**src/rtl/rxq_pkg.sv**
```systemverilog
package rxq_pkg;

    localparam int STATUS_W    = 32;
    localparam int LOC_FIELD_W = 4;
    localparam int RSVD_W      = STATUS_W - 2 * LOC_FIELD_W - 4;

    typedef struct packed {
        logic [RSVD_W-1:0]      rsvd;
        logic [LOC_FIELD_W-1:0] wr_loc;
        logic [LOC_FIELD_W-1:0] rd_loc;
        logic                   full;
        logic                   empty;
        logic                   ovr;
        logic                   at_wm;
    } rxq_status_t;

    typedef enum logic [1:0] {
        OP_IDLE = 2'b00,
        OP_POP  = 2'b01,
        OP_PUSH = 2'b10,
        OP_BOTH = 2'b11
    } rxq_op_e;

endpackage

```
**src/rtl/rxq_ptr_ctrl.sv**
```systemverilog
module rxq_ptr_ctrl
    import rxq_pkg::*;
#(
    parameter int DEPTH = 16,
    parameter int AW    = $clog2(DEPTH),
    parameter int CW    = $clog2(DEPTH + 1)
) (
    input  logic          clk,
    input  logic          rst,
    input  logic          push,
    input  logic          pop,
    output logic [AW-1:0] wr_ptr,
    output logic [AW-1:0] rd_ptr,
    output logic [CW-1:0] count,
    output logic [CW-1:0] count_nx,
    output logic          full,
    output logic          empty,
    output logic          wr_en,
    output logic          ovr_evt
);

    logic    do_pop;
    rxq_op_e op;

    function automatic logic [AW-1:0] bump(input logic [AW-1:0] p);
        if (p == AW'(DEPTH - 1)) return '0;
        return p + 1'b1;
    endfunction

    assign full    = (count == CW'(DEPTH));
    assign empty   = (count == '0);
    assign do_pop  = pop & ~empty;
    assign wr_en   = push & (~full | do_pop);
    assign ovr_evt = push & full & ~do_pop;
    assign op      = rxq_op_e'({wr_en, do_pop});

    always_comb begin
        unique case (op)
            OP_PUSH: count_nx = count + 1'b1;
            OP_POP:  count_nx = count - 1'b1;
            default: count_nx = count;
        endcase
    end

    always_ff @(posedge clk) begin
        if (rst) begin
            wr_ptr <= '0;
            rd_ptr <= '0;
            count  <= '0;
        end else begin
            if (wr_en)  wr_ptr <= bump(wr_ptr);
            if (do_pop) rd_ptr <= bump(rd_ptr);
            count <= count_nx;
        end
    end

endmodule

```
**src/rtl/rxq_store.sv**
```systemverilog
module rxq_store #(
    parameter int DW    = 16,
    parameter int DEPTH = 16,
    parameter int AW    = $clog2(DEPTH)
) (
    input  logic          clk,
    input  logic          wr_en,
    input  logic [AW-1:0] wr_addr,
    input  logic [DW-1:0] wr_data,
    input  logic [AW-1:0] rd_addr,
    output logic [DW-1:0] rd_data
);

    logic [DW-1:0] cells [DEPTH];

    always_ff @(posedge clk) begin
        if (wr_en) cells[wr_addr] <= wr_data;
    end

    assign rd_data = cells[rd_addr];

endmodule

```
**src/rtl/rxq_flags.sv**
```systemverilog
module rxq_flags #(
    parameter int CW = 5
) (
    input  logic          clk,
    input  logic          rst,
    input  logic          ovr_evt,
    input  logic          ovr_clr,
    input  logic [CW-1:0] count_nx,
    input  logic [CW-1:0] wmark,
    output logic          ovr,
    output logic          at_wm
);

    always_ff @(posedge clk) begin
        if (rst) begin
            ovr   <= 1'b0;
            at_wm <= 1'b0;
        end else begin
            if (ovr_evt)      ovr <= 1'b1;
            else if (ovr_clr) ovr <= 1'b0;
            at_wm <= (count_nx >= wmark);
        end
    end

endmodule

```
**src/rtl/rxq_fifo.sv**
```systemverilog
module rxq_fifo
    import rxq_pkg::*;
#(
    parameter int DW    = 16,
    parameter int DEPTH = 16,
    parameter int AW    = $clog2(DEPTH),
    parameter int CW    = $clog2(DEPTH + 1)
) (
    input  logic          clk,
    input  logic          rst,
    input  logic          push_i,
    input  logic [DW-1:0] push_data_i,
    input  logic          pop_i,
    input  logic [CW-1:0] wmark_i,
    input  logic          ovr_clr_i,
    output logic [DW-1:0] pop_data_o,
    output logic [31:0]   status_o,
    output logic          irq_o
);

    logic [AW-1:0] wr_ptr, rd_ptr;
    logic [CW-1:0] count, count_nx;
    logic          full, empty, wr_en, ovr_evt;
    logic          ovr, at_wm;
    rxq_status_t   st;

    rxq_ptr_ctrl #(.DEPTH(DEPTH), .AW(AW), .CW(CW)) u_ptr (
        .clk      (clk),
        .rst      (rst),
        .push     (push_i),
        .pop      (pop_i),
        .wr_ptr   (wr_ptr),
        .rd_ptr   (rd_ptr),
        .count    (count),
        .count_nx (count_nx),
        .full     (full),
        .empty    (empty),
        .wr_en    (wr_en),
        .ovr_evt  (ovr_evt)
    );

    rxq_store #(.DW(DW), .DEPTH(DEPTH), .AW(AW)) u_store (
        .clk     (clk),
        .wr_en   (wr_en),
        .wr_addr (wr_ptr),
        .wr_data (push_data_i),
        .rd_addr (rd_ptr),
        .rd_data (pop_data_o)
    );

    rxq_flags #(.CW(CW)) u_flags (
        .clk      (clk),
        .rst      (rst),
        .ovr_evt  (ovr_evt),
        .ovr_clr  (ovr_clr_i),
        .count_nx (count_nx),
        .wmark    (wmark_i),
        .ovr      (ovr),
        .at_wm    (at_wm)
    );

    always_comb begin
        st        = '0;
        st.wr_loc = LOC_FIELD_W'(wr_ptr);
        st.rd_loc = LOC_FIELD_W'(rd_ptr);
        st.full   = full;
        st.empty  = empty;
        st.ovr    = ovr;
        st.at_wm  = at_wm;
    end

    assign status_o = st;
    assign irq_o    = ovr;

endmodule

```
**config.mk**
```make
export PLATFORM = sky130hd
export DESIGN_NAME = rxq_fifo
export DESIGN_NICKNAME = d
export VERILOG_FILES = /design/src/rtl/rxq_pkg.sv /design/src/rtl/rxq_ptr_ctrl.sv /design/src/rtl/rxq_store.sv /design/src/rtl/rxq_flags.sv /design/src/rtl/rxq_fifo.sv
export SDC_FILE = /design/constraint.sdc
export NUM_CORES = 1
export LEC_CHECK = 0
export BUFFER_PORTS_ARGS = -buffer_cell sky130_fd_sc_hd__buf_2
export CORE_UTILIZATION = 67
export CTS_BUF_LIST = sky130_fd_sc_hd__clkbuf_8
export CTS_CLUSTER_SIZE = 14
export DETAILED_ROUTE_END_ITERATION = 8
export PLACE_DENSITY_LB_ADDON = 0.12
export RECOVER_POWER = 25
export SLEW_MARGIN = 0
export SYNTH_ARGS = -nofsm -noshare
export SYNTH_HDL_FRONTEND = slang
export SYNTH_SLANG_ARGS = --single-unit
```
**constraint.sdc**
```tcl
create_clock -name clk -period 7.8 [get_ports clk]
set_input_delay 0.39 -clock clk [delete_from_list [all_inputs] [get_ports clk]]
set_output_delay 0.39 -clock clk [all_outputs]
set_load 0.05 [all_outputs]
```
# Word level (Yosys, flattened, before mapping)
# Memory sizes are Yosys's and may differ from the RTL's. A register that Yosys moved wholly into a read port is not among the register bits.
# Cells that the tools add are included.
[op_classes] n_addsub=4 n_lt_le_gt_ge=1 n_eq_ne=5 n_mux=17 bitwise=8 n_reduce_logical=2
[ops] operator="$mux 4" n=6
[ops] operator="$mux 1" n=10
[ops] operator="$pmux 5 s2" n=1
[ops] operator="$add 4x1->4 const B" n=2
[ops] operator="$eq 4x4->1 const B" n=2
[ops] operator="$add 5x1->5 const B" n=1
[ops] operator="$eq 5x5->1 const B" n=1
[ops] operator="$ge 5x5->1" n=1
[ops] operator="$logic_not 5->1" n=1
[ops] operator="$sub 5x1->5 const B" n=1
[ops] operator="$and 1x1->1" n=4
[ops] operator="$not 1->1" n=3
[ops] operator="$eq 2x1->1 const B" n=1
[ops] operator="$eq 2x2->1 const B" n=1
[ops] operator="$reduce_bool 2->1" n=1
[ops] operator="$or 1x1->1" n=1
[word_totals] ff_bits=15 ramBits=256 input_bits=26 elab_cells=43 memories=1
[memory_table] name="u_store.cells" depth=16 word_bits=16 rd=1 rd_clocked_by_memory_dff=1 write_ports=1 line="rxq_store.sv:14" rtl="logic [DW-1:0] cells [DEPTH];"

# Longest topological paths before layout
# Gate-level depths: netlist of run 1.
[logic_depth] word_depth=8 depth_mapped=12 mapped_depth_nobuf=11

# By module
# A second synthesis of run 1 with hierarchy kept.
[hier_totals] hier_cells=547 hier_area_um2=10877.9
[by_module_without_submodules] mod="rxq_store" n_inst=1 cells_each=416 area_per_inst_um2=9723.1
[by_module_without_submodules] mod="rxq_ptr_ctrl" n_inst=1 cells_each=84 area_per_inst_um2=784.5
[by_module_without_submodules] mod="rxq_flags" n_inst=1 cells_each=22 area_per_inst_um2=186.4
[by_module_without_submodules] mod="rxq_fifo" n_inst=1 cells_each=25 area_per_inst_um2=183.9

# Worst setup path before layout of run 1
# No wires, ideal clock.
[synth_path] kind="register to register" startpoint="register u_ptr.wr_ptr[0]" endpoint="memory u_store.cells[3][0], enable pin" arrival_ps=2787 slack_ps=4577 path_stages_with_launch=3 path_cell_list="dfxtp_1 -> ha_1 -> nor4b_1"
[synth_rtl] element="start: declaration" line="rxq_ptr_ctrl.sv:12" rtl="output logic [AW-1:0] wr_ptr,"
[synth_rtl] element="start signal: assignment" line="rxq_ptr_ctrl.sv:51" rtl="if (wr_en) wr_ptr <= bump(wr_ptr);"
[synth_rtl] element="end: declaration" line="rxq_store.sv:14"
# Straight into the memory's write port.

==> reports/results.ini, run 1 <==
[setup_path]
worstSetupPathType=register to primary output
critPathMaxFanout=50
crit_path_cell_trace=buf_4 -> mux4_2 -> a22oi_1 -> nand2_1 -> buf_2
worst-endpoint-required_ns=7.41
end_kind=primary output
arrival_time_worst_endpoint_ns=3.15
worst_reg_to_reg_setup_slack_ns=4.74
cp_slowest_stage_delay_ns=0.82
cp-start-kind=register
worst-path-buf-inv=2
critPathTopFamily=buffers and inverters
cpMaxStageDelayCell=buf_4

[timing]
finalSetupViolations=0
worst_slew_margin_rel_pct=8.739
final_max_slew_violation_count=0
final.min_clock_period_ns=3.545
hold_ws_ns=0.1734
setup_repair_after_global_routing_missed_its_margin=false
min_period_over_period_pct=45.44
worst_pin_slew_ns=1.365
finalHoldViolations=0
final.setup_skew_ns=0.01324
achievable-frequency_ghz=0.2821
fin_tns_setup_ns=0

[route]
detail_route.first_pass.iterations=6
final_antenna_net_count=0
detail_route.wl_per_cell_um=24.74
route.detailed.vias_per_inst=6.276
vias=5692
route.detailed.drc=0
number_of_design_rule_violations_left_by_the_first_detailed_router_iteration=501
total_wire_length_after_detailed_routing_um=22440

[die]
die-area_um2=17000
ios=75
core_area_um2=16000
starting_density_pct=69.03
die_h_um=130.4
floorplan.die.width_um=130.4
rows=46

[global_route]
most_utilized_layer_in_the_global_route_result=met2
grt_use_met3_pct=5.334
number_of_global_route_vias_before_repair=5712
grt_remaining_overflow=0
globalRouteMet2Util_pct=44.43
gr-usage-all-layers_pct=28.16
antenna_found_initial=0
grt_pass1_wl_um=33380
global_route.usage.met1_pct=39.82
grt_max_degree=65

[final_layout]
final_nets=698
utilization_pct=76.99
drive_above_1_share_pct=28.99
area.growth.synth_to_final_pct=11.54
instances_no_fill=907

[job]
maxCapViolCount=0

[yosys]
post_synth_instance_area_um2=11040
yosys_most_used_dff=edfxtp_1
yosysMostFrequentCell=edfxtp_1
synth-seq-area-share_pct=73.05
ys_ff_latch=275
synth_async_sr_flop_share_pct=0
distinct_cells_synth=46
postSynthAreaPerCell_um2=19.24
yosysWarnings=0
synth_commonest_cells=edfxtp_1 (256), mux4_2 (64), a22oi_1 (32), nand2_1 (28), buf_4 (24)
cell_accounting_for_the_most_synthesized_area=edfxtp_1
synth-edff-count=256
ys_top_cells_by_area=edfxtp_1 (70%), mux4_2 (13%), dfxtp_1 (3.4%)
synth_cells=574
synth_top_cell_area_share_pct=69.60

[clock_network]
cts_hold_repair.buffers=0
post_cts.resized_instances=0
cts_tree=yes
num_cts_buffers=43
clock_path_buffers=3
clock_sinks=275
cts_post_setup_buffers_inserted=0
deepest_level_of_the_cts_h_tree=2
clk-insertion-delay-late_ns=0.54
cts-root-buf=clkbuf_8
worst_setup_hold_path_clk_slew_ns=0.06

[power_and_ir_drop]
leakage_nw=4.186
irDropWorstVdd_mv=0.2443
power-per-cell-area_nw_per_um2=305.9

[outcome]
run_status=complete, no violations

[place]
port_buffers=54
place.detailed.instances=829
place.detailed.hpwl_um=12520
globalplace.congestion=0.8097

[hold_path]
worstHoldPathType=primary input to register

==> where the power goes <==
part | internal [mW] | switching (mW)
Clock | 0.595 | 0.534
Sequential | 1.66 | 0.0515
Combinational | 0.381 | 0.550
Total | 2.63 | 1.14
==> sequential cells by signal (all words and copies together) (netlist names), named ones only <==
name / flops
u_store.cells: 256
u_flags.at_wm: 1
u_ptr.count: 5
u_ptr.rd_ptr: 4
u_ptr.wr_ptr: 4
u_flags.ovr: 1
==> worst reg2reg max path, cell delays in order (launching register included) <==
cell     delay (ns)
dfxtp_1        0.50
nor4_1         0.12
a21oi_1        0.54
ha_1           0.41
a21oi_1        0.29
nand3_1        0.12
a31oi_1        0.22
nand2_1        0.12
ha_1           0.30
nand2_1        0.07
a21oi_1        0.06
a41o_1         0.21
==> placed cells by master, fill, tap and decap left out, types with 2 or more instances in the layout <==
| master | count |
|---|---|
| a211oi_1 | 2 |
| a21o_1 | 5 |
| a21oi_1 | 9 |
| a22oi_1 | 32 |
| and2_1 | 2 |
| and3_1 | 6 |
| buf_2 | 41 |
| buf_4 | 17 |
| clkbuf_1 | 13 |
| clkbuf_8 | 48 |
| clkinv_1 | 15 |
| clkinv_2 | 3 |
| conb_1 | 20 |
| dfxtp_1 | 17 |
| edfxtp_1 | 256 |
| ha_1 | 13 |
| inv_1 | 22 |
| mux2_2 | 3 |
| mux2i_1 | 4 |
| mux4_2 | 64 |
| nand2_1 | 28 |
| nand2_2 | 2 |
| nand2b_1 | 4 |
| nand3_1 | 7 |
| nor2_1 | 11 |
| nor2_2 | 6 |
| nor2b_1 | 5 |
| nor3_2 | 2 |
| nor4b_2 | 4 |
| o211ai_1 | 2 |
| o21ai_0 | 3 |
| or3b_2 | 2 |
| xor2_1 | 4 |
==> metal layers <==
metal / vias to the layer above / part of all wire [%]
met5: - / 0
met4: 0 / 3.0
met3: 58 / 6.5
met2: 254 / 49
met1: 2926 / 42
li1: 2454 / -
==> metrics by stage <==
stage               area (um2)  total power, mW  setup WS, ns
finish                   12320            3.769         4.255
global route             12320            3.923         3.990
CTS                      12330            3.795         4.176
detailed placement       11530            2.677         4.673
global placement         11530            2.654         4.781
floorplan                11120            2.526         4.577
==> worst paths after layout <==
check / startpoint / end / cells past startpoint
min reg2reg: u_ptr.rd_ptr[0]$_SDFFE_PP0N_ / register / 2
max reg2reg: u_ptr.count[0]$_SDFF_PP0_ / u_flags.at_wm$_SDFF_PP0_ / 11
max: register / pop_data_o[11] / 5
min: ovr_clr_i / u_flags.ovr$_SDFFE_PP0P_ / 3
==> cell families (layout without fill, tap and decap cells) <==
logic type / after synthesis / in the layout / synth area share, %
other: 1 / 21 / 0.03395
and+or+nand+nor: 83 / 83 / 3.773
buffers and inverters: 63 / 160 / 3.172
xor gates and xnor gates: 5 / 5 / 0.3965
adders and majority gates: 14 / 14 / 1.654
AOI/OAI and AO/OA: 62 / 62 / 4.203
DFF: 275 / 275 / 73.05
muxes: 71 / 71 / 13.72
==> area by class of cell <==
| class | count | area [um2] |
|---|---|---|
| Clock buffer | 48 | 660.6 |
| Antenna cell | 1 | 2.502 |
| Clock inverter | 29 | 138.9 |
| Fill cell | 921 | 3681 |
| Sequential cell | 275 | 8073 |
| Timing Repair Buffer | 71 | 381.6 |
| Inverter | 12 | 45.04 |
| Tap cell | 216 | 270.3 |
| Multi-Input combinational cell | 255 | 2748 |
Power figures use the tool's default switching activity.
==> run 2, diff against run 1 <==
--- a/config.mk
+++ b/config.mk
@@ -6,7 +6,7 @@
 export NUM_CORES = 1
 export LEC_CHECK = 0
 export BUFFER_PORTS_ARGS = -buffer_cell sky130_fd_sc_hd__buf_2
-export CORE_UTILIZATION = 67
+export CORE_UTILIZATION = 56
 export CTS_BUF_LIST = sky130_fd_sc_hd__clkbuf_8
 export CTS_CLUSTER_SIZE = 14
 export DETAILED_ROUTE_END_ITERATION = 8
==> constraint.sdc (replaced) <==
create_clock -name clk -period 3.2 [get_ports clk]
set_input_delay 0.16 -clock clk [delete_from_list [all_inputs] [get_ports clk]]
set_output_delay 0.16 -clock clk [all_outputs]
set_load 0.05 [all_outputs]
==> run 2 against run 1 <==
Net effect:
- largest cell class unchanged
- first-iteration DRC count down 23%
- non-clock buffer count increased by 21
- sequential power rose by 150%
- cell area up 2.1%
- clock skew up 0.0058 ns
- routed wire length is 1.7% lower
==> reports/results.ini, run 2 (synthesis gave the netlist of run 1 again) <==
[final_layout]
final_nets=719
area.growth.synth_to_final_pct=13.91
diodes=0
largest_register_ff_count=256
mostFrequentLayoutCells=edfxtp_1 (256), mux4_2 (64), clkbuf_8 (45)
commonest_non_fill_non_tap_cell_in_the_layout=edfxtp_1
drive_above_1_share_pct=28.45
max_flop_register=u_store.cells
largestRegisters=u_store.cells x256, u_ptr.count x5

[timing]
min_period_over_period_pct=90.22
final.setup_skew_ns=0.01906
setup_repair_after_global_routing_missed_its_margin=false
worst_pin_slew_ns=1.178
worst_slew_margin_rel_pct=21.05
finalHoldViolations=0
fin_tns_setup_ns=0
achievable-frequency_ghz=0.3464
final.min_clock_period_ns=2.887
finalSetupViolations=0
final_max_slew_violation_count=0

[route]
detail_route.wl_per_cell_um=22.75
route.detailed.vias_per_inst=5.777
number_of_design_rule_violations_left_by_the_first_detailed_router_iteration=386
route.detailed.drc=0
detail_route.first_pass.iterations=5
total_wire_length_after_detailed_routing_um=22070
final_antenna_net_count=0
vias=5604

[setup_path]
rr_endpoint=u_flags.at_wm$_SDFF_PP0_
end_kind=register
arrival_time_worst_endpoint_ns=3.29
timing.rr.start=u_ptr.count[0]$_SDFF_PP0_
cp_slowest_stage_delay_ns=0.51
timing.critical_path.depth=11
cp-start-kind=register
worstSetupPathType=register to register
worst-endpoint-required_ns=3.61
critPathMaxFanout=7
ff2ff_path_depth=11
critPathTopFamily=compound AO/OA/AOI/OAI gates
crit_path_cell_trace=nor4_2 -> a21oi_2 -> ha_1 -> a21oi_1 -> a211oi_1 -> a31oi_1 -> nand2_1 -> ha_1 -> nand2_1 -> a21oi_1 -> a41o_1
worst_reg_to_reg_setup_slack_ns=0.31
cpMaxStageDelayCell=dfxtp_1
worst-path-buf-inv=0

[global_route]
grt_max_degree=65
grt_remaining_overflow=0
antenna_found_initial=0
gr-usage-all-layers_pct=23.42
grt_pass1_wl_um=33890
number_of_global_route_vias_before_repair=6001

[place]
globalplace.congestion=0.8538
port_buffers=54
place.detailed.hpwl_um=12460

[hold_path]
timing.hold.worst.start=wmark_i[3]
hold_crit_depth=4
whs_endpoint=u_flags.at_wm$_SDFF_PP0_
worstHoldPathType=primary input to register

[clock_network]
clock_path_buffers=3
clock_sinks=275
cts_tree=yes
cts-root-buf=clkbuf_8
num_cts_buffers=43
cts_post_setup_buffers_inserted=0
worst_setup_hold_path_clk_slew_ns=0.05
clk-insertion-delay-late_ns=0.53
deepest_level_of_the_cts_h_tree=2

[die]
rows=50
floorplan.die.width_um=142.4
die-area_um2=20290
core_area_um2=19020
ios=75
starting_density_pct=58.07
die_h_um=142.4

[power_and_ir_drop]
power-per-cell-area_nw_per_um2=722.6
irDropWorstVdd_mv=0.5024
leakage_nw=4.288
report.power.total_mw=9.091

[job]
maxCapViolCount=0

[outcome]
run_status=complete, no violations

[run 2: report_power, final]
part | total, mW | switching, mW | internal (mW)
logic | 2.35 | 1.36 | 0.993
clock network | 2.55 | 1.26 | 1.29
registers | 4.19 | 0.151 | 4.04
[run 2: worst max-delay path by stage]
stage                                      start                       endpoint  slack (ns)
global route           u_ptr.count[0]$_SDFF_PP0_       u_flags.at_wm$_SDFF_PP0_        0.12
finish                 u_ptr.count[0]$_SDFF_PP0_       u_flags.at_wm$_SDFF_PP0_        0.31
global placement       u_ptr.count[0]$_SDFF_PP0_       u_flags.at_wm$_SDFF_PP0_        0.39
detailed placement     u_ptr.count[0]$_SDFF_PP0_       u_flags.at_wm$_SDFF_PP0_        0.17
CTS                    u_ptr.count[0]$_SDFF_PP0_       u_flags.at_wm$_SDFF_PP0_        0.13
floorplan           u_ptr.wr_ptr[0]$_SDFFE_PP0P_  u_store.cells[1][0]$_DFFE_PP_        0.02
[run 2: per-layer routing]
metal	part of all wire (%)	GRT usage [%]	wire, um	up-vias
met4	2.4	8.206	524	0
met2	51	40.20	11350	203
li1	-	-	-	2494
met1	39	29.68	8649	2857
met3	7.0	4.980	1546	50
met5	0	0	0	-
[run 2: area by class of cell]
type / instances / area (um2)
fill: 1294 / 6437
inverter: 12 / 45.04
clock buffer: 45 / 619.3
timing repair buffer: 92 / 631.9
multi-input combinational: 255 / 2766
tap: 260 / 325.3
sequential: 275 / 8073
clock inverter: 31 / 120.1
[run 2: worst register-to-register path, delay by kind of cell, from the launching register on]
kind	cells	cell delay, ns
compound gates	6	1.30
fa+ha+maj	2	0.66
flops	1	0.51
simple gates	3	0.31
[run 2: stage by stage]
stage / cells / utilization [%] / hold slack (ns) / cell area (um2) / worst slack (ns)
after floorplan: 593 / - / 0.2589 / 11120 / 0.02500
after global placement: 877 / 61.40 / 0.4870 / 11680 / 0.3929
after detailed placement: 877 / 61.40 / 0.5003 / 11680 / 0.1748
after CTS: 970 / 66.18 / 0.002902 / 12590 / 0.1317
after global routing: 970 / 66.15 / 0.08361 / 12580 / 0.1206
final: 970 / 66.15 / 0.06982 / 12580 / 0.3131
[run 2: what timing repair did]
| item | CTS | global route |
|---|---|---|
| hold buffers | 17 | 0 |
| hold endpoints to repair | 245 | 0 |
| gates resized for setup | 0 | 2 |
| setup endpoints to repair | 0 | 1 |
==> run 3, diff against run 2 <==
--- a/config.mk
+++ b/config.mk
@@ -5,8 +5,9 @@
 export SDC_FILE = /design/constraint.sdc
 export NUM_CORES = 1
 export LEC_CHECK = 0
+export ABC_AREA = 1
 export BUFFER_PORTS_ARGS = -buffer_cell sky130_fd_sc_hd__buf_2
-export CORE_UTILIZATION = 56
+export CORE_UTILIZATION = 57
 export CTS_BUF_LIST = sky130_fd_sc_hd__clkbuf_8
 export CTS_CLUSTER_SIZE = 14
 export DETAILED_ROUTE_END_ITERATION = 8
==> run 3 against run 2 <==
Net effect:
- critical path depth grew 9
- highest routed layer unchanged
- maximum frequency is 0.37% lower
- global-route usage up 1.2 points
- largest cell class unchanged
==> reports/results.ini, run 3 <==
[final_layout]
diodes=0
commonest_non_fill_non_tap_cell_in_the_layout=edfxtp_1
final_nets=1078
drive_above_1_share_pct=13.74
largestRegisters=u_store.cells x256, u_ptr.count x5
area.growth.synth_to_final_pct=13.00
max_flop_register=u_store.cells
largest_register_ff_count=256
mostFrequentLayoutCells=edfxtp_1 (256), nor2_1 (203), o21ai_0 (133)

[yosys]
synth-seq-area-share_pct=70.79
synth_cells=948
ys_top_cells_by_area=edfxtp_1 (67%), nor2_1 (7.2%), o21ai_0 (5.8%)
synth_commonest_cells=edfxtp_1 (256), nor2_1 (219), o21ai_0 (133), o211ai_1 (64), nand2_1 (59)
post_synth_instance_area_um2=11400
yosysWarnings=0
yosysMostFrequentCell=edfxtp_1
synth_async_sr_flop_share_pct=0
synth-edff-count=256
yosys_most_used_dff=edfxtp_1
distinct_cells_synth=27
cell_accounting_for_the_most_synthesized_area=edfxtp_1
synth_top_cell_area_share_pct=67.45
ys_ff_latch=275
postSynthAreaPerCell_um2=12.02

[route]
detail_route.first_pass.iterations=4
route.detailed.drc=0
route.detailed.vias_per_inst=5.461
final_antenna_net_count=0
vias=7291
detail_route.wl_per_cell_um=18.27
total_wire_length_after_detailed_routing_um=24390
number_of_design_rule_violations_left_by_the_first_detailed_router_iteration=570

[timing]
min_period_over_period_pct=90.55
final_max_slew_violation_count=0
final.setup_skew_ns=0.02663
finalHoldViolations=0
hold_ws_ns=0.02266
fin_tns_setup_ns=0
finalSetupViolations=0
setup_repair_after_global_routing_missed_its_margin=false
worst_slack_ns=0.3025
worst_slew_margin_rel_pct=34.01
achievable-frequency_ghz=0.3451
worst_pin_slew_ns=0.9888
final.min_clock_period_ns=2.897

[power_and_ir_drop]
irDropWorstVdd_mv=0.4374
switchingPower_mw=2.577
pwr-share-comb_pct=19.7
p_sw_share_pct=30.50
power-per-cell-area_nw_per_um2=656.0
leakage_nw=4.552
share_seq_of_total_power_pct=48.6
power.internal_mw=5.871
report.power.total_mw=8.449
power_frac_clock_pct=31.7

[outcome]
run_status=complete, no violations

[setup_path]
critPathMaxFanout=7
rr_endpoint=u_flags.at_wm$_SDFF_PP0_
critical-path-top-cell-by-count=nand2_1
cpMaxStageDelayCell=fa_1
ff2ff_path_depth=20
crit_path_cell_trace=nor2_1 -> nand3_1 -> nand2_2 -> inv_2 -> nand2_1 -> inv_1 -> fa_1 -> nand2_1 -> a21oi_1 -> nor2_1 -> nand3_1 -> nand2_1 -> nand2_1 -> nand2_1 -> inv_1 -> ha_1 -> a21oi_1 -> o221ai_1 -> nor2_1 -> nor2_1
cp_slowest_stage_delay_ns=0.41
timing.rr.start=u_ptr.count[0]$_SDFF_PP0_
worst_reg_to_reg_setup_slack_ns=0.30
worst-endpoint-required_ns=3.64
arrival_time_worst_endpoint_ns=3.34
worst-path-buf-inv=3
critPathTopFamily=simple AND/OR/NAND/NOR gates
cp-start-kind=register
end_kind=register
worstSetupPathType=register to register

[clock_network]
clock_path_buffers=3
cts_tree=yes
deepest_level_of_the_cts_h_tree=2
num_cts_buffers=44
clock_sinks=275
worst_setup_hold_path_clk_slew_ns=0.06
clk-insertion-delay-late_ns=0.55
cts-root-buf=clkbuf_8

[die]
die-area_um2=20570
core_area_um2=19530
floorplan.die.width_um=143.4
ios=75
die_h_um=143.4
starting_density_pct=58.37
rows=51

[global_route]
grt_max_degree=77
antenna_found_initial=0
grt_pass1_wl_um=37380
grt_remaining_overflow=0
number_of_global_route_vias_before_repair=6904
gr-usage-all-layers_pct=24.62

[place]
globalplace.congestion=0.7888
port_buffers=54
place.detailed.hpwl_um=13700
dpl_worst_slack_ns=0.2667

[job]
maxCapViolCount=0

[hold_path]
worstHoldPathType=primary input to register
hold_crit_depth=4
timing.hold.worst.start=pop_i

-- run 3: changes by cell type after synthesis, moves of 12 or more --
cell,previous run,this run
nor2_1,17,219
o21ai_0,3,133
mux4_2,64,0
o211ai_1,2,64
a22oi_1,32,0
nand2_1,28,59
inv_1,12,36
o21ai_1,0,20
nand3_1,7,23
clkbuf_1,16,28
-- run 3: metrics by stage --
| stage | std cells | instance area [um2] | util, % |
|---|---|---|---|
| after floorplan | 967 | 11470 | - |
| after global placement | 1238 | 11930 | 61.09 |
| after detailed placement | 1238 | 11930 | 61.09 |
| after CTS | 1335 | 12890 | 66.01 |
| after global routing | 1335 | 12880 | 65.96 |
| final | 1335 | 12880 | 65.96 |
-- run 3: metal layers --
metal / global-route usage, % / part of all wire, % / wire length (um) / vias up
li1: - / - / - / 3526
met1: 32.77 / 44 / 10740 / 3506
met2: 40.88 / 48 / 11800 / 213
met3: 4.032 / 5.0 / 1222 / 46
met4: 9.239 / 2.6 / 627 / 0
met5: 0 / 0 / 0 / -
-- run 3: how the worst max path moves through the flow --
stage / from / end / slack, ns / cells past startpoint
after CTS: u_ptr.count[0]$_SDFF_PP0_ / u_flags.at_wm$_SDFF_PP0_ / 0.26 / 20
after floorplan: u_ptr.count[1]$_SDFF_PP0_ / u_flags.at_wm$_SDFF_PP0_ / 0.58 / 20
final: u_ptr.count[0]$_SDFF_PP0_ / u_flags.at_wm$_SDFF_PP0_ / 0.30 / 20
after global routing: u_ptr.count[1]$_SDFF_PP0_ / u_flags.at_wm$_SDFF_PP0_ / 0.02 / 20
after detailed placement: u_ptr.count[0]$_SDFF_PP0_ / u_flags.at_wm$_SDFF_PP0_ / 0.27 / 20
after global placement: u_ptr.count[0]$_SDFF_PP0_ / u_flags.at_wm$_SDFF_PP0_ / 0.38 / 20
-- run 3: cells by family (layout without fill, tap and decap cells) --
logic type | count (synthesis) | count (layout) | synth area share [%]
AND/OR/NAND/NOR | 308 | 308 | 10.55
flip-flops | 275 | 275 | 70.79
AO/OA/AOI/OAI | 229 | 229 | 11.49
buffers and inverters | 117 | 220 | 5.226
adder cells (fa/ha/maj) | 14 | 14 | 1.603
XOR/XNOR | 4 | 4 | 0.3074
other | 1 | 20 | 0.03290
-- run 3: power by group through the flow --
stage | clock network [mW] | logic [mW] | registers (mW)
2_1_floorplan | 0 | 1.30 | 4.17
3_3_place_gp | 0 | 1.64 | 4.18
3_5_place_dp | 0 | 1.66 | 4.18
4_1_cts | 2.73 | 1.68 | 4.10
5_1_grt | 2.89 | 1.85 | 4.11
6_report | 2.68 | 1.67 | 4.10
-- run 3: worst register-to-register path, delay by kind of cell (launching register included) --
kind	cells	cell delay, ns
and+or+nand+nor	12	1.14
buffers and inverters	3	0.22
AOI/OAI and AO/OA	3	0.34
adders and majority gates	2	0.72
DFF	1	0.36
-- run 3: area by class of cell --
cell class	instances	area (um2)
flip-flops and latches	275	8077
clock inverters	33	152.6
fillers	1483	6648
well taps	265	331.6
clock buffers	45	619.3
repair buffers	101	694.4
inverters	41	156.4
multi-input cells	575	2848
-- run 3: what timing repair did --
action | in CTS | in global routing
hold endpoints to repair | 231 | 0
buffers inserted | 0 | 0
gates resized for setup | 0 | 1
hold buffers | 19 | 0
setup endpoints to repair | 0 | 1
